==> src/rtl/clk_ratio_pkg.sv <==
package clk_ratio_pkg;
  localparam logic [1:0] ADDR_KEY = 2'd0;
  localparam logic [1:0] ADDR_A   = 2'd1;
  localparam logic [1:0] ADDR_BC  = 2'd2;

  typedef struct packed {
    logic       ldA;
    logic       ldBC;
    logic [7:0] val;
  } ratioWr_t;
endpackage

==> src/rtl/ratio_guard.sv <==
module ratio_guard
  import clk_ratio_pkg::*;
#(
  parameter logic [7:0] KEY_VAL = 8'hA7,
  parameter int         WINDOW  = 4
) (
  input  logic       clk,
  input  logic       rstN,
  input  logic       wrEn,
  input  logic [1:0] wrAddr,
  input  logic [7:0] wrData,
  output ratioWr_t   wrStb
);
  localparam int WIN_W = $clog2(WINDOW + 1);

  logic [WIN_W-1:0] winCnt;
  logic             keyHit;
  logic             winOpen;
  logic             accept;

  assign keyHit  = wrEn && (wrAddr == ADDR_KEY) && (wrData == KEY_VAL);
  assign winOpen = (winCnt != '0);

  always_comb begin
    wrStb.ldA  = wrEn && winOpen && (wrAddr == ADDR_A);
    wrStb.ldBC = wrEn && winOpen && (wrAddr == ADDR_BC);
    wrStb.val  = wrData;
  end
  assign accept = wrStb.ldA || wrStb.ldBC;

  always_ff @(posedge clk) begin
    if (!rstN)            winCnt <= '0;
    else if (keyHit)      winCnt <= WIN_W'(WINDOW);
    else if (accept)      winCnt <= '0;
    else if (winOpen)     winCnt <= winCnt - 1'b1;
  end

  // without a key the window stays shut
  p_closed_stays_r8: assert property (@(posedge clk) disable iff (!rstN)
    (!keyHit && !winOpen) |=> !winOpen);
  // an accepted write closes the window at once
  p_accept_closes_r9: assert property (@(posedge clk) disable iff (!rstN)
    accept |=> !winOpen);
  // window length never exceeds its bound
  p_window_bound_r7: assert property (@(posedge clk) disable iff (!rstN)
    winCnt <= WIN_W'(WINDOW));
endmodule

==> src/rtl/ratio_chain.sv <==
module ratio_chain
  import clk_ratio_pkg::*;
#(
  parameter int A_EXP_MAX = 9
) (
  input  logic     clk,
  input  logic     rstN,
  input  ratioWr_t wrStb,
  output logic     per4En,
  output logic     per2En,
  output logic     cpuEn
);
  localparam int CNT_A_W = (A_EXP_MAX < 1) ? 1 : A_EXP_MAX;
  localparam int EXP_W   = 4;

  logic [EXP_W-1:0]   pendA, actA;
  logic [1:0]         pendB, actB;
  logic               pendC, actC;
  logic [CNT_A_W-1:0] cntA, maxA;
  logic [1:0]         cntB, maxB;
  logic               cntC;
  logic [EXP_W-1:0]   codeA;
  logic [1:0]         codeB;

  assign codeA = (wrStb.val[EXP_W-1:0] > EXP_W'(A_EXP_MAX)) ? '0 : wrStb.val[EXP_W-1:0];
  assign codeB = (wrStb.val[1:0] == 2'd3) ? 2'd0 : wrStb.val[1:0];

  assign maxA = ~({CNT_A_W{1'b1}} << actA);
  assign maxB = ~(2'b11 << actB);

  assign per4En = (cntA == maxA);
  assign per2En = per4En && (cntB == maxB);
  assign cpuEn  = per2En && (cntC == actC);

  always_ff @(posedge clk) begin
    if (!rstN) begin
      pendA <= '0;
      pendB <= '0;
      pendC <= 1'b0;
    end else begin
      if (wrStb.ldA) pendA <= codeA;
      if (wrStb.ldBC) begin
        pendB <= codeB;
        pendC <= wrStb.val[2];
      end
    end
  end

  always_ff @(posedge clk) begin
    if (!rstN) begin
      actA <= '0;
      actB <= '0;
      actC <= 1'b0;
      cntA <= '0;
      cntB <= '0;
      cntC <= 1'b0;
    end else begin
      cntA <= per4En ? '0 : cntA + 1'b1;
      if (per4En) cntB <= per2En ? 2'd0 : cntB + 1'b1;
      if (per2En) cntC <= cpuEn ? 1'b0 : ~cntC;
      if (cpuEn) begin
        actA <= pendA;
        actB <= pendB;
        actC <= pendC;
      end
    end
  end

  // strobes nest
  p_cpu_in_per2_r6: assert property (@(posedge clk) disable iff (!rstN)
    cpuEn |-> (per2En && per4En));
  // a divided fast strobe lasts one cycle
  p_strobe_single_r6: assert property (@(posedge clk) disable iff (!rstN)
    (per4En && !cpuEn && actA != '0) |=> !per4En);
  // active ratios move only at the common wrap
  p_apply_at_wrap_r10: assert property (@(posedge clk) disable iff (!rstN)
    !cpuEn |=> ($stable(actA) && $stable(actB) && $stable(actC)));
endmodule

==> src/rtl/clk_ratio_chain.sv <==
module clk_ratio_chain
  import clk_ratio_pkg::*;
#(
  parameter logic [7:0] KEY_VAL   = 8'hA7,
  parameter int         WINDOW    = 4,
  parameter int         A_EXP_MAX = 9
) (
  input  logic       clk,
  input  logic       rstN,
  input  logic       wrEn,
  input  logic [1:0] wrAddr,
  input  logic [7:0] wrData,
  output logic       per4En,
  output logic       per2En,
  output logic       cpuEn
);
  ratioWr_t wrStb;

  ratio_guard #(.KEY_VAL(KEY_VAL), .WINDOW(WINDOW)) u_guard (
    .clk(clk), .rstN(rstN), .wrEn(wrEn), .wrAddr(wrAddr), .wrData(wrData),
    .wrStb(wrStb)
  );

  ratio_chain #(.A_EXP_MAX(A_EXP_MAX)) u_chain (
    .clk(clk), .rstN(rstN), .wrStb(wrStb),
    .per4En(per4En), .per2En(per2En), .cpuEn(cpuEn)
  );
endmodule

==> config.mk <==
export PLATFORM = sky130hd
export DESIGN_NAME = clk_ratio_chain
export DESIGN_NICKNAME = d
export VERILOG_FILES = /design/src/rtl/clk_ratio_pkg.sv /design/src/rtl/ratio_guard.sv /design/src/rtl/ratio_chain.sv /design/src/rtl/clk_ratio_chain.sv
export SDC_FILE = /design/constraint.sdc
export NUM_CORES = 1
export LEC_CHECK = 0
export BUFFER_PORTS_ARGS = -buffer_cell sky130_fd_sc_hd__buf_2
export CORE_ASPECT_RATIO = 1.4
export CORE_UTILIZATION = 55
export DETAILED_ROUTE_END_ITERATION = 8
export GPL_TIMING_DRIVEN = 1
export PLACE_DENSITY = 0.73
export SLEW_MARGIN = 0
export SYNTH_ARGS = -nofsm -noshare
export SYNTH_HDL_FRONTEND = slang
export SYNTH_HIERARCHICAL = 1
export SYNTH_SLANG_ARGS = --single-unit
==> constraint.sdc <==
create_clock -name clk -period 3 [get_ports clk]
set_clock_uncertainty 0.2 [all_clocks]
set_input_delay 0.3 -clock clk [delete_from_list [all_inputs] [get_ports clk]]
set_output_delay 0.3 -clock clk [all_outputs]
set_load 0.05 [all_outputs]
Yosys cells after proc, flatten, opt, wreduce, memory -nomap -nowiden
Cells that the tools add are included.
- logic and storage cells: 48
- register bits after elaboration: 29
- bitwise logic cells: 4
- order comparisons: 1
- add/subtract/negate cells: 3
- equality and inequality tests: 7
- reductions and logical operators: 13
- shifts and indexed selects: 2
- mux-type cells: 7
- operators with widths (kind ; number):
    adder 9 x 1 -> 9 bit (second input constant) ; 1
    == test 9 bit ; 1
    two-way mux 3 bit ; 3
    inverter 9 bit ; 1
    left shift 9 x 4 -> 9 bit (first input constant) ; 1
    == test 8 bit (second input constant) ; 1
    logical AND 1 bit ; 7
    nonzero test 3 bit ; 2
    == test 2 bit (second input constant) ; 2
    > comparator 4 bit (second input constant) ; 1
    two-way mux 2 bit ; 2
    two-way mux 4 bit ; 1
    OR reduction 3 bit ; 1
    subtractor 3 x 1 -> 3 bit (second input constant) ; 1
    adder 2 x 1 -> 2 bit (second input constant) ; 1
    == test 2 x 1 -> 1 bit (second input constant) ; 1
    == test 2 bit ; 1
    logical NOT 2 bit ; 1
    inverter 1 bit ; 2
    inverter 2 bit ; 1
    OR reduction 2 bit ; 1
    left shift 2 x 2 -> 2 bit (first input constant) ; 1
    == test 1 bit ; 1
    logical OR 1 bit ; 1
    two-way mux 1 bit ; 1

Depth between registers and ports, before layout
- word-level depth: 6
- gate-level depth with buffers: 9

Modules after synthesis
Netlist, hierarchy kept.
- modules (own cells, without submodules) (module ; cells an instance ; times used ; sequential area each (µm²) ; area an instance (µm²)):
    ratio_chain ; 156 ; 1 ; 520.5 ; 1345.0
    ratio_guard ; 34 ; 1 ; 60.1 ; 334.1

Least setup slack after synthesis
No wires, ideal clock.
- kind: register to output
- start point: register u_chain.actA[1]
- end point: output port cpuEn
- stages on the path, launching flop included: 8
- slack: 0.296 ns
- data required time: 2.500 ns
- path buffers: 2
- arrival time: 2.204 ns
- path through: dfxtp_1 -> buf_6 -> a2111oi_4 -> nor2_1 -> a2111o_1 -> or4_1 -> buf_6 -> inv_1
- cells in the longest elaborated chain, start to end: 5
- ends and longest elaborated chain (element ; RTL line ; RTL):
    start, declared ; ratio_chain.sv:16 ; logic [EXP_W-1:0] pendA, actA;
    start signal, assigned ; ratio_chain.sv:62 ; actA <= pendA;
    left shift 9 x 4 -> 9 bit ; ratio_chain.sv:28 ; assign maxA = ~({CNT_A_W{1'b1}} << actA);
    inverter 9 bit ; ratio_chain.sv:28 ;
    == test 9 bit ; ratio_chain.sv:31 ; assign per4En = (cntA == maxA);
    logical AND 1 bit ; ratio_chain.sv:32 ; assign per2En = per4En && (cntB == maxB);
    logical AND 1 bit ; ratio_chain.sv:33 ; assign cpuEn = per2En && (cntC == actC);
    end, declared ; clk_ratio_chain.sv:15 ; output logic cpuEn
No other way between the ends.

Final worst setup path
Ends and elaborated chain as after synthesis.

==> out/metrics.cfg <==
[status]
status=finished, final reports clean

[clock_tree]
clk_latency_ns=0.28
clockBufferDepth=2
holdBufCountCts=0
h-tree-depth=2
post-cts-setup-buffer-count=0
clkSlewWorstSetupHoldPaths_ns=0.06
cts_root_buf=clkbuf_8
cts.sinks=29
cts_tree=built
post_cts_resized=0
cts_buffers=5

[power]
leakage_nw=0.6861
worst_ir_drop_vdd_mv=0.3856
power_mw=1.121
power_density_nw_per_um2=625.1

[worst_setup_path]
cp_max_fo=9
r2r_slack_ns=0.53
cp-start-kind=flop
crit_path_end_kind=primary output
critPathKind=reg -> out
arrival_ns=2.40
critPathRequiredTime_ns=2.50

[sta]
fin_crit_ns=2.905
finalHoldViolCount=0
rsz0062_at_grt=no
post-route-period-util=0.9683
max_slew_margin=0.5745
slew_viol_final=0
worst_slew_pin_slew_ns=0.6368
max_freq_mhz=344.3
setup-tns-final_ns=0
finalSetupViolCount=0

[flow_run]
cap_violations=0

[route]
routed_via_density=5.606
avgRoutedWirePerCell_um=13.21
first_pass_iters=4
drt_iter0_markers=26
drt-total-wl_um=3118
dr_total_vias=1323
ant_nets=0
drc=0

[floorplan]
dieWidth_um=48.28
coreArea_um2=2849
initial_core_util=0.5788
rows=23
die_area_um2=3225
fp.dieH_um=66.79
io_pins=16

[placed_design]
place_area_um2=1707
place_congestion=0.8574
dp_hpwl_um=2371
dp_cells=228
io_buffers=15

[layout]
antenna_cells=0
area.growth.synth_to_final_pct=8.801
final_area_um2=1794
finalNetCount=214
fin_cells=236
drive_gt1_frac=0.1658

[grt]
grt_max_degree=31
grt_pass1_vias=1277
grt_pass1_wl_um=5278
antenna_found_initial=0
grt-ovfl-total=0
grt_usage=0.2391

[synthesis]
syn_inst=186
syn-num-nets=202
synth_warnings=6
syn-cell-area_um2=1649
avgSynthCellArea_um2=8.866

[min_path]
hold_class=in -> reg

state kept, by name, indices dropped and copies added (netlist names), 2 cells and up:
name / flops
u_chain/pendA: 4
u_chain/actA: 4
u_chain/cntA: 9
u_chain/actB: 2
u_chain/cntB: 2
u_chain/pendB: 2
u_guard/winCnt: 3
worst max-delay path, cell delays in order (launching register included):
cell	delay (ns)
dfxtp_1	0.40
a2111oi_4	0.37
nor2_1	0.09
a2111o_1	0.44
or4_1	0.54
inv_1	0.07
clkbuf_4	0.22
cell type report:
cell class | count | area (µm²)
Fill cell | 255 | 1055
Multi-Input combinational cell | 134 | 944.7
Sequential cell | 29 | 583.1
Timing Repair Buffer | 18 | 100.1
Clock buffer | 6 | 72.57
Tap cell | 37 | 46.29
Inverter | 10 | 37.54
Clock inverter | 2 | 10.01
through the flow:
step | util | hold slack, ns | worst slack, ns
after floorplan | - | 0.2169 | 0.2956
after global placement | 0.5990 | 0.2442 | 0.4183
after detailed placement | 0.5990 | 0.2573 | 0.3470
after CTS | 0.6280 | 0.1347 | 0.04684
after global routing | 0.6298 | 0.1529 | 0.001158
final | 0.6298 | 0.1386 | 0.09518
final timing paths:
| kind | to | startpoint | cells past startpoint |
|---|---|---|---|
| max | cpuEn | u_chain/actA[1] | 6 |
| min reg2reg | u_chain/actA[3] | u_chain/pendA[3] | 2 |
| max reg2reg | u_chain/actB[1] | u_chain/actA[1] | 6 |
| min | u_guard/winCnt[2] | wrData[4] | 3 |
layout by cell type, fill, tap and decap left out, types with 3 or more instances in the layout:
master,instances
clkbuf_8,5
buf_2,14
buf_4,3
a21boi_0,4
xnor2_1,7
nor2_1,13
inv_1,10
mux2i_1,12
xor2_1,6
dfxtp_1,27
nor3_1,5
ha_1,3
nand3_1,8
nor2b_1,3
nand3b_1,3
nand2b_1,6
and2_1,4
nand2_1,25
o22ai_1,3
layer usage:
layer | vias to the layer above | wire [µm] | track usage
li1 | 659 | - | -
met1 | 615 | 1154 | 0.2345
met2 | 38 | 1709 | 0.4067
met3 | 11 | 137 | 0.08130
met4 | 0 | 117 | 0.1389
met5 | - | 0 | 0
power breakdown:
part | internal [mW] | leakage [nW] | switching [mW]
logic | 0.157 | 0.406 | 0.222
registers | 0.413 | 0.235 | 0.0236
clock network | 0.160 | 0.0450 | 0.146
total | 0.730 | 0.686 | 0.391
Power figures use the tool's default switching activity.
